[src/rtl/dma_addr_gen_pkg.sv]
package dma_addr_gen_pkg;

    localparam int ADDR_W = 32;

    typedef enum logic [1:0] {
        WID_BYTE = 2'd0,
        WID_HALF = 2'd1,
        WID_WORD = 2'd2,
        WID_RSVD = 2'd3
    } wid_e;

    typedef struct packed {
        logic       per_inc;
        logic       mem_inc;
        logic       per_fix4;
        wid_e       per_wid;
        wid_e       mem_wid;
        logic [1:0] prio;
    } chan_cfg_t;

endpackage

[src/rtl/dma_step_sel.sv]
module dma_step_sel
    import dma_addr_gen_pkg::*;
#(
    parameter int AW = 32
) (
    input  wid_e          wid_i,
    input  logic          fix4_i,
    input  logic          allow_fix_i,
    output logic [AW-1:0] step_o
);
    logic [2:0] bytes_w;

    always_comb begin
        unique case (wid_i)
            WID_BYTE: bytes_w = 3'd1;
            WID_HALF: bytes_w = 3'd2;
            default:  bytes_w = 3'd4;
        endcase
        if (allow_fix_i && fix4_i) begin
            bytes_w = 3'd4;
        end
        step_o = {{(AW-3){1'b0}}, bytes_w};
    end

endmodule

[src/rtl/dma_addr_lane.sv]
module dma_addr_lane #(
    parameter int AW = 32
) (
    input  logic          clk,
    input  logic          rst_n,
    input  logic          load_i,
    input  logic [AW-1:0] start_i,
    input  logic          beat_i,
    input  logic          inc_i,
    input  logic [AW-1:0] step_i,
    output logic [AW-1:0] addr_o
);
    typedef struct packed {
        logic [AW-1:0] addr;
    } lane_st_t;

    lane_st_t st_d, st_q;

    always_comb begin
        st_d = st_q;
        if (load_i) begin
            st_d.addr = start_i;
        end else if (beat_i && inc_i) begin
            st_d.addr = st_q.addr + step_i;
        end
    end

    always_ff @(posedge clk or negedge rst_n) begin
        if (!rst_n) begin
            st_q <= '0;
        end else begin
            st_q <= st_d;
        end
    end

    assign addr_o = st_q.addr;

    assert_load_takes_start_R2: assert property (@(posedge clk) disable iff (!rst_n)
        load_i |=> addr_o == $past(start_i));

    assert_hold_when_disabled_R3: assert property (@(posedge clk) disable iff (!rst_n)
        (!load_i && !inc_i) |=> $stable(addr_o));

    assert_advance_by_step_R5: assert property (@(posedge clk) disable iff (!rst_n)
        (!load_i && beat_i && inc_i) |=> addr_o == $past(addr_o) + $past(step_i));

    assert_idle_hold_R8: assert property (@(posedge clk) disable iff (!rst_n)
        (!load_i && !beat_i) |=> $stable(addr_o));

endmodule

[src/rtl/dma_addr_gen.sv]
module dma_addr_gen
    import dma_addr_gen_pkg::*;
#(
    parameter int AW = ADDR_W
) (
    input  logic          clk,
    input  logic          rst_n,
    input  logic          load_i,
    input  logic [AW-1:0] per_start_i,
    input  logic [AW-1:0] mem_start_i,
    input  logic [1:0]    per_width_i,
    input  logic [1:0]    mem_width_i,
    input  logic          per_inc_i,
    input  logic          mem_inc_i,
    input  logic          per_fix4_i,
    input  logic [1:0]    prio_i,
    input  logic          beat_i,
    output logic [AW-1:0] per_addr_o,
    output logic [AW-1:0] mem_addr_o,
    output logic [1:0]    prio_o
);
    localparam int NSIDE = 2;
    localparam int SIDE_PER = 0;
    localparam int SIDE_MEM = 1;

    chan_cfg_t cfg_d, cfg_q;

    always_comb begin
        cfg_d = cfg_q;
        if (load_i) begin
            cfg_d.per_inc  = per_inc_i;
            cfg_d.mem_inc  = mem_inc_i;
            cfg_d.per_fix4 = per_fix4_i;
            cfg_d.per_wid  = wid_e'(per_width_i);
            cfg_d.mem_wid  = wid_e'(mem_width_i);
            cfg_d.prio     = prio_i;
        end
    end

    always_ff @(posedge clk or negedge rst_n) begin
        if (!rst_n) begin
            cfg_q <= '0;
        end else begin
            cfg_q <= cfg_d;
        end
    end

    logic [AW-1:0] start_w [NSIDE];
    logic [AW-1:0] step_w  [NSIDE];
    logic [AW-1:0] addr_w  [NSIDE];
    logic          inc_w   [NSIDE];
    wid_e          wid_w   [NSIDE];

    assign start_w[SIDE_PER] = per_start_i;
    assign start_w[SIDE_MEM] = mem_start_i;
    assign inc_w[SIDE_PER]   = cfg_q.per_inc;
    assign inc_w[SIDE_MEM]   = cfg_q.mem_inc;
    assign wid_w[SIDE_PER]   = cfg_q.per_wid;
    assign wid_w[SIDE_MEM]   = cfg_q.mem_wid;

    for (genvar s = 0; s < NSIDE; s++) begin : g_side
        dma_step_sel #(.AW(AW)) u_step (
            .wid_i       (wid_w[s]),
            .fix4_i      (cfg_q.per_fix4),
            .allow_fix_i (s == SIDE_PER),
            .step_o      (step_w[s])
        );

        dma_addr_lane #(.AW(AW)) u_lane (
            .clk     (clk),
            .rst_n   (rst_n),
            .load_i  (load_i),
            .start_i (start_w[s]),
            .beat_i  (beat_i),
            .inc_i   (inc_w[s]),
            .step_i  (step_w[s]),
            .addr_o  (addr_w[s])
        );
    end

    assign per_addr_o = addr_w[SIDE_PER];
    assign mem_addr_o = addr_w[SIDE_MEM];
    assign prio_o     = cfg_q.prio;

    assert_step_legal_R5: assert property (@(posedge clk) disable iff (!rst_n)
        $countones(step_w[SIDE_PER]) == 1 && step_w[SIDE_PER] <= AW'(4));

    assert_fixed_step_R6: assert property (@(posedge clk) disable iff (!rst_n)
        cfg_q.per_fix4 |-> step_w[SIDE_PER] == AW'(4));

    assert_mem_hold_R4: assert property (@(posedge clk) disable iff (!rst_n)
        (!load_i && !cfg_q.mem_inc) |=> $stable(mem_addr_o));

    assert_prio_held_R10: assert property (@(posedge clk) disable iff (!rst_n)
        !load_i |=> $stable(prio_o));

    assert_cfg_ignored_R11: assert property (@(posedge clk) disable iff (!rst_n)
        !load_i |=> $stable(cfg_q));

endmodule

[config.mk]
export PLATFORM = sky130hd
export DESIGN_NAME = dma_addr_gen
export DESIGN_NICKNAME = d
export VERILOG_FILES = /design/src/rtl/dma_addr_gen_pkg.sv /design/src/rtl/dma_step_sel.sv /design/src/rtl/dma_addr_lane.sv /design/src/rtl/dma_addr_gen.sv
export SDC_FILE = /design/constraint.sdc
export NUM_CORES = 1
export LEC_CHECK = 0
export BUFFER_PORTS_ARGS = -buffer_cell sky130_fd_sc_hd__buf_2
export CAP_MARGIN = 20
export CORE_ASPECT_RATIO = 0.8
export CORE_MARGIN = 2
export CORE_UTILIZATION = 46
export CTS_CLUSTER_SIZE = 12
export DETAILED_ROUTE_END_ITERATION = 12
export GPL_TIMING_DRIVEN = 0
export PLACE_DENSITY = 0.77
export SLEW_MARGIN = 10
export SYNTH_ARGS = -nofsm -noshare
export SYNTH_HDL_FRONTEND = slang
export SYNTH_SLANG_ARGS = --single-unit
[constraint.sdc]
create_clock -name clk -period 2.2 [get_ports clk]
set_input_delay 0.44 -clock clk [delete_from_list [all_inputs] [get_ports clk]]
set_output_delay 0.44 -clock clk [all_outputs]
set_load 0.02 [all_outputs]
# Word-level counts from Yosys, hierarchy flattened
# Index checks and enable logic that the tools add are counted.
# word_totals
regBits	73
input_bits	77
output_inout_bits	66
elab_cells	25
# op_classes
add_sub_neg	2
eq_ne	2
reduce_logical	6
n_mux	7
# ops
cell	n
32-bit two-way mux	4
32-bit by 3-bit adder with 32-bit output	2
3-bit case mux with 2 select lines	2
2-bit by 1-bit equality test with 1-bit output (second input constant)	2
2-bit zero test	2
2-bit nonzero test	2
3-bit two-way mux	1
1-bit logical AND	2

# Logic depth before layout (Yosys ltp)
# Gate-level depths: netlist (run 1).
# logic_depth
word_depth	6
ltp_mapped	9
mapped_depth_nobuf	9

# By module
# From an unflattened synthesis (run 1), not the netlist that was laid out.
# hier_totals
cells_unflattened	836
area_unflattened_um2	6870.3
# by_module_without_submodules
module	area_each_um2	cells_per_inst	seq_area_each_um2	instances
dma_addr_lane at g_side[0].u_lane	3055.4	378	800.8	1
dma_addr_lane at g_side[1].u_lane	2940.3	367	800.8	1
dma_step_sel	240.2	34	0.0	2
dma_addr_gen	394.1	23	225.2	1

# Worst setup path after synthesis (run 1)
# OpenSTA, ideal clock, no wires.
# synth_path
path_type	register -> register
start	register cfg_q[5] in the netlist's numbering
end	register g_side[0].u_lane.st_q, in the netlist g_side[0].u_lane.addr_o[22]
path_stages_with_launch	10
slack_ns	-0.262
path_buffers	0
required_time_ns	2.066
arrival_time_ns	2.328
setup_time_ns	0.134
period_less_slack_ns	2.462
cell_sequence	dfrtp_1 -> or2_2 -> nor2_1 -> ha_1 -> fa_1 -> a21oi_1 -> nor4_4 -> or4b_1 -> xnor2_1 -> o21ai_0
# synth_between
elab_chain_len	6
elab_cells_between_ends	7
classes_between	add/sub (1); eq/ne (1); mux (4); reduce/logical (1)
# synth_rtl
element	line	text
start, declared	dma_addr_gen.sv:26	chan_cfg_t cfg_d, cfg_q;
start signal, assigned	dma_addr_gen.sv:44	cfg_q <= cfg_d;
2-bit by 1-bit equality test with 1-bit output or 2-bit zero test (tied branches)	dma_step_sel.sv:14	unique case (wid_i)
3-bit case mux with 2 select lines (*)	dma_step_sel.sv:14	
3-bit two-way mux (*)	dma_step_sel.sv:19	if (allow_fix_i && fix4_i) begin
32-bit by 3-bit adder with 32-bit output (*)	dma_addr_lane.sv:24	st_d.addr = st_q.addr + step_i;
32-bit two-way mux (*)	dma_addr_lane.sv:23	end else if (beat_i && inc_i) begin
32-bit two-way mux (*)	dma_addr_lane.sv:21	if (load_i) begin
end signal, assigned	dma_addr_lane.sv:32	st_q <= st_d;
end, declared	dma_addr_lane.sv:17	lane_st_t st_d, st_q;
# Every way passes the cells marked *; elsewhere a longest branch is shown, timed or not. The select of a mux whose other input is x is not followed.
# A chain may end at the register's enable or synchronous reset.

# Worst setup path after layout (run 1)
# Ends and elaborated chain as after synthesis.

==> impl_metrics.env, run 1 <==
export IMPL_drive_above_1_share=0.3885
export IMPL_p_leak_uw=0.002590
export IMPL_seq_area_frac_synth=0.4427
export IMPL_worstSetupPathType="reg -> reg"
export IMPL_rows=30
export IMPL_swShare=0.3334
export IMPL_synth_seq_cells=73
export IMPL_post_route_period_util=1.076
export IMPL_rsz0062_at_grt="true"
export IMPL_cts_htree_levels=3
export IMPL_hold_viol=0
export IMPL_synthCells=440
export IMPL_hold_path_class="in -> async"
export IMPL_relSlewSlack=0.6007
export IMPL_max_slew_worst_pin_slew_ns=0.5968
export IMPL_clock_root_buffer="clkbuf_8"
export IMPL_pin_count=143
export IMPL_syn_nets=525
export IMPL_avgRoutedWirePerCell_um=16.96
export IMPL_drv_slew=0
export IMPL_max_freq_mhz=422.5
export IMPL_syn_area_per_cell_um2=9.378
export IMPL_pre_cts_ws_ns=-0.5123
export IMPL_cp_max_fo=3
export IMPL_period_needed_ns=2.367
export IMPL_die_w_um=109.9
export IMPL_fin_area_mm2=0.005680
export IMPL_status="finished with violations"
export IMPL_gp_congestion=0.9088
export IMPL_arrival_ns=2.59
export IMPL_p_int_uw=2519
export IMPL_holdBufCountCts=0
export IMPL_drc=0
export IMPL_final_nets=708
export IMPL_synth_edff_count=0
export IMPL_drt_pass1_iterations=5
export IMPL_combPwrFrac=0.252
export IMPL_clkTransAtPathRegs_ns=0.09
export IMPL_cp_end_kind="register"
export IMPL_postLayoutSetupSlackWorst_ns=-0.1670
export IMPL_wl_um=12550
export IMPL_synth_warnings=0
export IMPL_place_area_mm2=0.005014
export IMPL_num_vias=4138
export IMPL_start_util=0.4801
export IMPL_grt_pass1_wl_um=18880
export IMPL_viasPerCell=5.592
export IMPL_numCtsBuffers=9
export IMPL_clk_latency_ns=0.35
export IMPL_fillers=694
export IMPL_setup_viol=12
export IMPL_cts_buffer_depth=2
export IMPL_synthFlopType="dfrtp_1"
export IMPL_worst_clock_skew_ns=0.01033
export IMPL_ir_worst_vdd_mv=0.5416
export IMPL_portBuffers=141
export IMPL_p_seq_frac=0.436
export IMPL_clock_sinks=73
export IMPL_syn_to_final_growth_pct=37.66
export IMPL_power_switching_uw=1260
export IMPL_antenna_cells=0
export IMPL_worstPathRequired_ns=2.42
export IMPL_grt_usage=0.2528
export IMPL_die_height_um=88.72
export IMPL_p_clk_frac=0.312
export IMPL_ant_nets=0
export IMPL_dpl_hpwl_um=8759
export IMPL_die_area_mm2=0.009749
export IMPL_cts_tree="built"
export IMPL_cap_violations=0
export IMPL_cp_start_kind="register"
export IMPL_violations="negative setup slack"
export IMPL_core_area_mm2=0.008596
export IMPL_first_iter_violations=285
export IMPL_synthArstFlopShare=1.000
export IMPL_grt_antenna_before_repair=0
export IMPL_power_density_mw_per_mm2=665.2
export IMPL_grt_max_degree=43
export IMPL_synth_cell_types=47
export IMPL_gr_total_overflow=0
export IMPL_grt_pass1_vias=3765
export IMPL_syn_area_mm2=0.004126
state kept, by name (all words and copies together) (netlist names):
name                  flops
prio_o                    2
cfg_q                     7
g_side.u_lane.addr_o     64
per-stage QoR:
stage | utilization | hold WS [ns] | power, uW | cells | setup TNS [ns]
2_1_floorplan | - | 0.1444 | 2127 | 440 | -0.09357
3_3_place_gp | 0.5806 | 0.4905 | 2432 | 693 | -10.59
3_5_place_dp | 0.5833 | 0.4163 | 2469 | 694 | -12.15
4_1_cts | 0.6298 | 0.03104 | 3705 | 725 | -1.802
5_1_grt | 0.6608 | 0.05447 | 3958 | 740 | -2.902
6_report | 0.6608 | 0.02884 | 3778 | 740 | -0.7363
path summary, 6_finish.rpt:
path / start / to / slack (ns) / depth (start not counted)
max: cfg_q[5] / g_side[0].u_lane.addr_o[22] / -0.17 / 9
min: rst_n / g_side[0].u_lane.addr_o[24] / 0.03 / 1
max reg2reg: cfg_q[5] / g_side[0].u_lane.addr_o[22] / -0.17 / 9
min reg2reg: cfg_q[5] / cfg_q[5] / 0.52 / 1
max in group asynchronous: rst_n / g_side[0].u_lane.addr_o[1] / 1.59 / 2
min in group clk: per_start_i[30] / g_side[0].u_lane.addr_o[30] / 0.29 / 3
cell families (layout without fill, tap and decap cells):
| group | after synthesis | count (layout) | synth area share |
|---|---|---|---|
| compound gates | 75 | 75 | 0.1013 |
| buf+inv | 24 | 212 | 0.02395 |
| simple gates | 192 | 192 | 0.2508 |
| mux | 17 | 17 | 0.04518 |
| flops | 73 | 73 | 0.4427 |
| fa+ha+maj | 8 | 8 | 0.02790 |
| xor+xnor | 51 | 51 | 0.1082 |
cell usage after synthesis, types with 2 or more instances:
cell type,n,area (um^2)
a21oi_1,6,30.03
mux2i_1,4,40.04
o31ai_1,2,15.01
nand3_1,21,105.1
a21o_1,2,15.01
nor2b_1,3,18.77
a22oi_1,2,15.01
dfrtp_1,73,1827
or4_1,5,37.54
inv_1,6,22.52
and3_1,15,93.84
xor2_1,30,262.8
nor4_1,4,25.02
nand3_2,2,20.02
ha_1,6,75.07
nand4b_1,3,26.28
fa_1,2,40.04
o31a_1,3,26.28
o211ai_1,3,22.52
a31oi_1,3,18.77
nor3_2,3,30.03
buf_4,2,15.01
xnor2_1,21,183.9
mux2_2,13,146.4
nand4_1,26,162.7
nand2_1,75,281.5
nor3_1,6,30.03
o21ai_0,52,260.3
nand2b_1,2,12.51
nor2_1,15,56.30
clkbuf_1,14,52.55
routing by layer:
layer / share of wire / global-route usage
met1: 0.44 / 0.3521
met2: 0.48 / 0.3965
met3: 0.066 / 0.05965
met4: 0.018 / 0.06904
met5: 0 / 0
repair_timing:
action / CTS / global route
endpoints found under the hold margin: 0 / 0
pin swaps: 12 / 30
buffers inserted: 15 / 20
gates resized for setup: 21 / 43
setup endpoints to repair: 30 / 52
final cells by class:
cell class,count,area (um^2),share of cell area
plain buffers,18,80.08,0.01410
well taps,112,140.1,0.02467
repair buffers,172,972.2,0.1711
clock buffers,9,123.9,0.02181
clock inverters,7,95.09,0.01674
flip-flops and latches,73,1827,0.3216
multi-input cells,343,2420,0.4260
inverters,6,22.52,0.003965
power by group through the flow:
stage          logic (uW)  registers, uW  clock network, uW
2_1_floorplan         351           1780                  0
3_3_place_gp          781           1650                  0
3_5_place_dp          812           1660                  0
4_1_cts               868           1630               1200
5_1_grt              1030           1670               1260
6_report              951           1650               1180
cell usage in the layout (no fill, tap or decap), types with 9 or more instances in the layout:
| cell | count |
|---|---|
| and3_1 | 14 |
| buf_2 | 140 |
| buf_4 | 29 |
| clkbuf_1 | 14 |
| clkbuf_8 | 9 |
| dfrtp_1 | 73 |
| mux2_2 | 11 |
| nand2_1 | 74 |
| nand3_1 | 18 |
| nand4_1 | 26 |
| nor2_1 | 12 |
| o21ai_0 | 32 |
| o21ai_1 | 20 |
| xnor2_1 | 18 |
| xor2_1 | 29 |
critical path, cell delays in order, from the launching register on:
cell and delay (ns):
dfrtp_1 0.38, or2_4 0.28, nor2_4 0.10, ha_4 0.15, fa_2 0.23, a21oi_4 0.08
nor4_4 0.21, or4b_4 0.52, xnor2_2 0.19, o21ai_1 0.08
Note: power is estimated with default switching activity, not from simulation.
==> run 2: changes to the inputs <==
--- a/config.mk
+++ b/config.mk
@@ -9,12 +9,13 @@
 export CAP_MARGIN = 20
 export CORE_ASPECT_RATIO = 0.8
 export CORE_MARGIN = 2
-export CORE_UTILIZATION = 46
+export CORE_UTILIZATION = 51
 export CTS_CLUSTER_SIZE = 12
 export DETAILED_ROUTE_END_ITERATION = 12
 export GPL_TIMING_DRIVEN = 0
-export PLACE_DENSITY = 0.77
+export PLACE_DENSITY = 0.78
 export SLEW_MARGIN = 10
 export SYNTH_ARGS = -nofsm -noshare
 export SYNTH_HDL_FRONTEND = slang
+export SYNTH_HIERARCHICAL = 1
 export SYNTH_SLANG_ARGS = --single-unit
==> impl_metrics.env, run 2 <==
export IMPL_grt_max_degree=39
export IMPL_avgRoutedWirePerCell_um=16.84
export IMPL_synthFlopType="dfrtp_1"
export IMPL_synth_fa_ha_area_frac=0.1187
export IMPL_mostFrequentLayoutCell="buf_2"
export IMPL_multi_input_area_mm2=0.005159
export IMPL_cts_tree="built"
export IMPL_core_area_mm2=0.01301
export IMPL_arrival_ns=3.34
export IMPL_clock_sinks=73
export IMPL_synth_seq_cells=73
export IMPL_worstPathRequired_ns=2.46
export IMPL_synth_most_common_cell="a21oi_1"
export IMPL_synth_compound_area_frac=0.2473
export IMPL_antenna_cells=0
export IMPL_final_cell_mix="143 x buf_2, 87 x buf_4, 83 x nand2_1"
export IMPL_synth_warnings=6
export IMPL_clk_latency_ns=0.34
export IMPL_yosys_area_share_xor_xnor=0.06502
export IMPL_synthArstFlopShare=1.000
export IMPL_drv_slew=0
export IMPL_tns_ns=-28.44
export IMPL_worstSetupPathType="reg -> reg"
export IMPL_wl_um=21380
export IMPL_synth_cell_types=68
export IMPL_drive_above_1_share=0.3455
export IMPL_clock_root_buffer="clkbuf_16"
export IMPL_clkTransAtPathRegs_ns=0.06
export IMPL_synthCells=836
export IMPL_portBuffers=142
export IMPL_synth_top_area_share=0.2659
export IMPL_post_route_period_util=1.402
export IMPL_final_nets=1230
export IMPL_die_area_mm2=0.01442
export IMPL_cts_buffer_depth=2
export IMPL_synth_top_family_by_area="compound AO/OA/AOI/OAI gates"
export IMPL_grt_antenna_before_repair=0
export IMPL_place_area_mm2=0.008150
export IMPL_die_height_um=107.8
export IMPL_p_leak_uw=0.004530
export IMPL_status="finished with violations"
export IMPL_rsz0062_at_grt="true"
export IMPL_cp_end_kind="register"
export IMPL_cap_violations=0
export IMPL_hold_viol=0
export IMPL_max_slew_worst_pin_slew_ns=0.8078
export IMPL_synth_edff_count=0
export IMPL_num_vias=7150
export IMPL_synth_common_cells="100 x a21oi_1, 85 x nand2_1, 84 x o21ai_0"
export IMPL_ir_worst_vdd_mv=0.4206
export IMPL_yosysTopAreaCell="dfrtp_1"
export IMPL_cts_htree_levels=3
export IMPL_first_iter_violations=598
export IMPL_worstReg2RegStart="cfg_q[3]"
export IMPL_violations="negative setup slack"
export IMPL_synth_mux_area_frac=0.05318
export IMPL_power_density_mw_per_mm2=748.0
export IMPL_syn_to_final_growth_pct=35.57
export IMPL_fillers=986
export IMPL_grt_pass1_vias=6544
export IMPL_dpl_hpwl_um=14860
export IMPL_syn_area_mm2=0.006870
export IMPL_viasPerCell=5.634
export IMPL_relSlewSlack=0.4615
export IMPL_die_w_um=133.8
export IMPL_grt_pass1_wl_um=32410
export IMPL_cp_max_fo=3
export IMPL_seq_area_frac_synth=0.2659
export IMPL_power_uw=6967
export IMPL_syn_area_per_cell_um2=8.218
export IMPL_hold_path_class="in -> async"
export IMPL_synthSimpleGateAreaFrac=0.1517
export IMPL_numCtsBuffers=9
export IMPL_gp_congestion=0.9107
export IMPL_largest_reg_flops=64
export IMPL_drc=0
export IMPL_yosys_top_cells_area="dfrtp_1 27%, ha_1 11%, a21oi_1 7.3%"
export IMPL_cp_start_kind="register"
export IMPL_drt_pass1_iterations=5
export IMPL_worst_clock_skew_ns=0.005328
export IMPL_postLayoutSetupSlackWorst_ns=-0.8840
export IMPL_grt_usage=0.2840
export IMPL_fin_area_mm2=0.009314
export IMPL_crit_path_start="cfg_q[3]"
export IMPL_gr_total_overflow=0
export IMPL_max_freq_mhz=324.3
export IMPL_period_needed_ns=3.084
export IMPL_start_util=0.5281
export IMPL_rows=37
export IMPL_regArea_mm2=0.001827
export IMPL_setup_viol=54
export IMPL_pin_count=143
export IMPL_ant_nets=0
[run 2: cell types whose count changed after synthesis, sizes merged, moves of 9 or more]
cell / delta
buf: +60
ha: +56
o21ai: +36
mux2i: +10
inv: +14
o21bai: +9
clkbuf: +15
a21o: +22
nand2: +12
nand4: -23
nor2: +41
a21oi: +96
[run 2: area by class of cell]
class,count,area share
Multi-Input combinational cell,706,0.5539
Sequential cell,73,0.1961
Inverter,20,0.008060
Tap cell,175,0.02351
Clock inverter,5,0.008329
Timing Repair Buffer,186,0.1202
Clock buffer,11,0.02714
Buffer,93,0.06274
[run 2: where the power goes]
part           switching [uW]  internal (uW)
registers                 182           1530
logic                    2020           1570
clock network             612           1050
total                    2820           4150
[run 2: final timing paths]
path	depth (start not counted)	end	slack, ns
worst max-delay path	13	g_side[1].u_lane/addr_o[31]	-0.88
worst min register to register	1	prio_o[1]	0.52
max in group asynchronous	2	g_side[0].u_lane/addr_o[6]	1.53
worst min-delay path	1	g_side[1].u_lane/addr_o[17]	0.07
worst max register to register	13	g_side[1].u_lane/addr_o[31]	-0.88
min in group clk	3	g_side[1].u_lane/addr_o[1]	0.31
[run 2: worst max-delay path, stage by stage, from the launching register on]
cell and delay [ns]:
dfrtp_1 0.40, a21o_4 0.22, buf_6 0.12, nor2_4 0.11, ha_4 0.15, a21oi_4 0.05, o211ai_1 0.28, nand3_2 0.20
a21oi_4 0.23, o221ai_4 0.16, o311a_1 0.41, xor2_1 0.18, or3_1 0.36, a31oi_1 0.16
[run 2: metal layers]
| metal | track usage | wire length (um) | vias up |
|---|---|---|---|
| met5 | 0 | 0 | - |
| met4 | 0.08511 | 408 | 0 |
| met3 | 0.05508 | 1620 | 45 |
| met2 | 0.4381 | 9498 | 332 |
| met1 | 0.4030 | 9848 | 3376 |
| li1 | - | - | 3397 |
[run 2: through the flow]
stage | hold WS, ns | std cells | worst slack [ns] | utilization
final | 0.06744 | 1269 | -0.8840 | 0.7160
after global routing | 0.1057 | 1269 | -0.9780 | 0.7160
after CTS | 0.08035 | 1250 | -0.7385 | 0.6862
after detailed placement | 0.4407 | 1210 | -0.8182 | 0.6265
after global placement | 0.4915 | 1209 | -0.7965 | 0.6248
after floorplan | 0.1444 | 892 | -0.4478 | -
[run 2: what timing repair did]
| action | in CTS | in global routing |
|---|---|---|
| resized for setup | 74 | 62 |
| setup buffers | 27 | 24 |
| setup endpoints to repair | 53 | 56 |
| pin swaps | 50 | 83 |
| hold buffers | 0 | 0 |
[run 2: cells by family (layout without fill, tap and decap cells)]
group / after synthesis / in the layout
other: 4 / 60
AO/OA/AOI/OAI: 279 / 279
adder cells (fa/ha/maj): 64 / 64
XOR/XNOR: 51 / 51
buffers and inverters: 113 / 315
AND/OR/NAND/NOR: 221 / 221
multiplexers: 31 / 31
flip-flops: 73 / 73
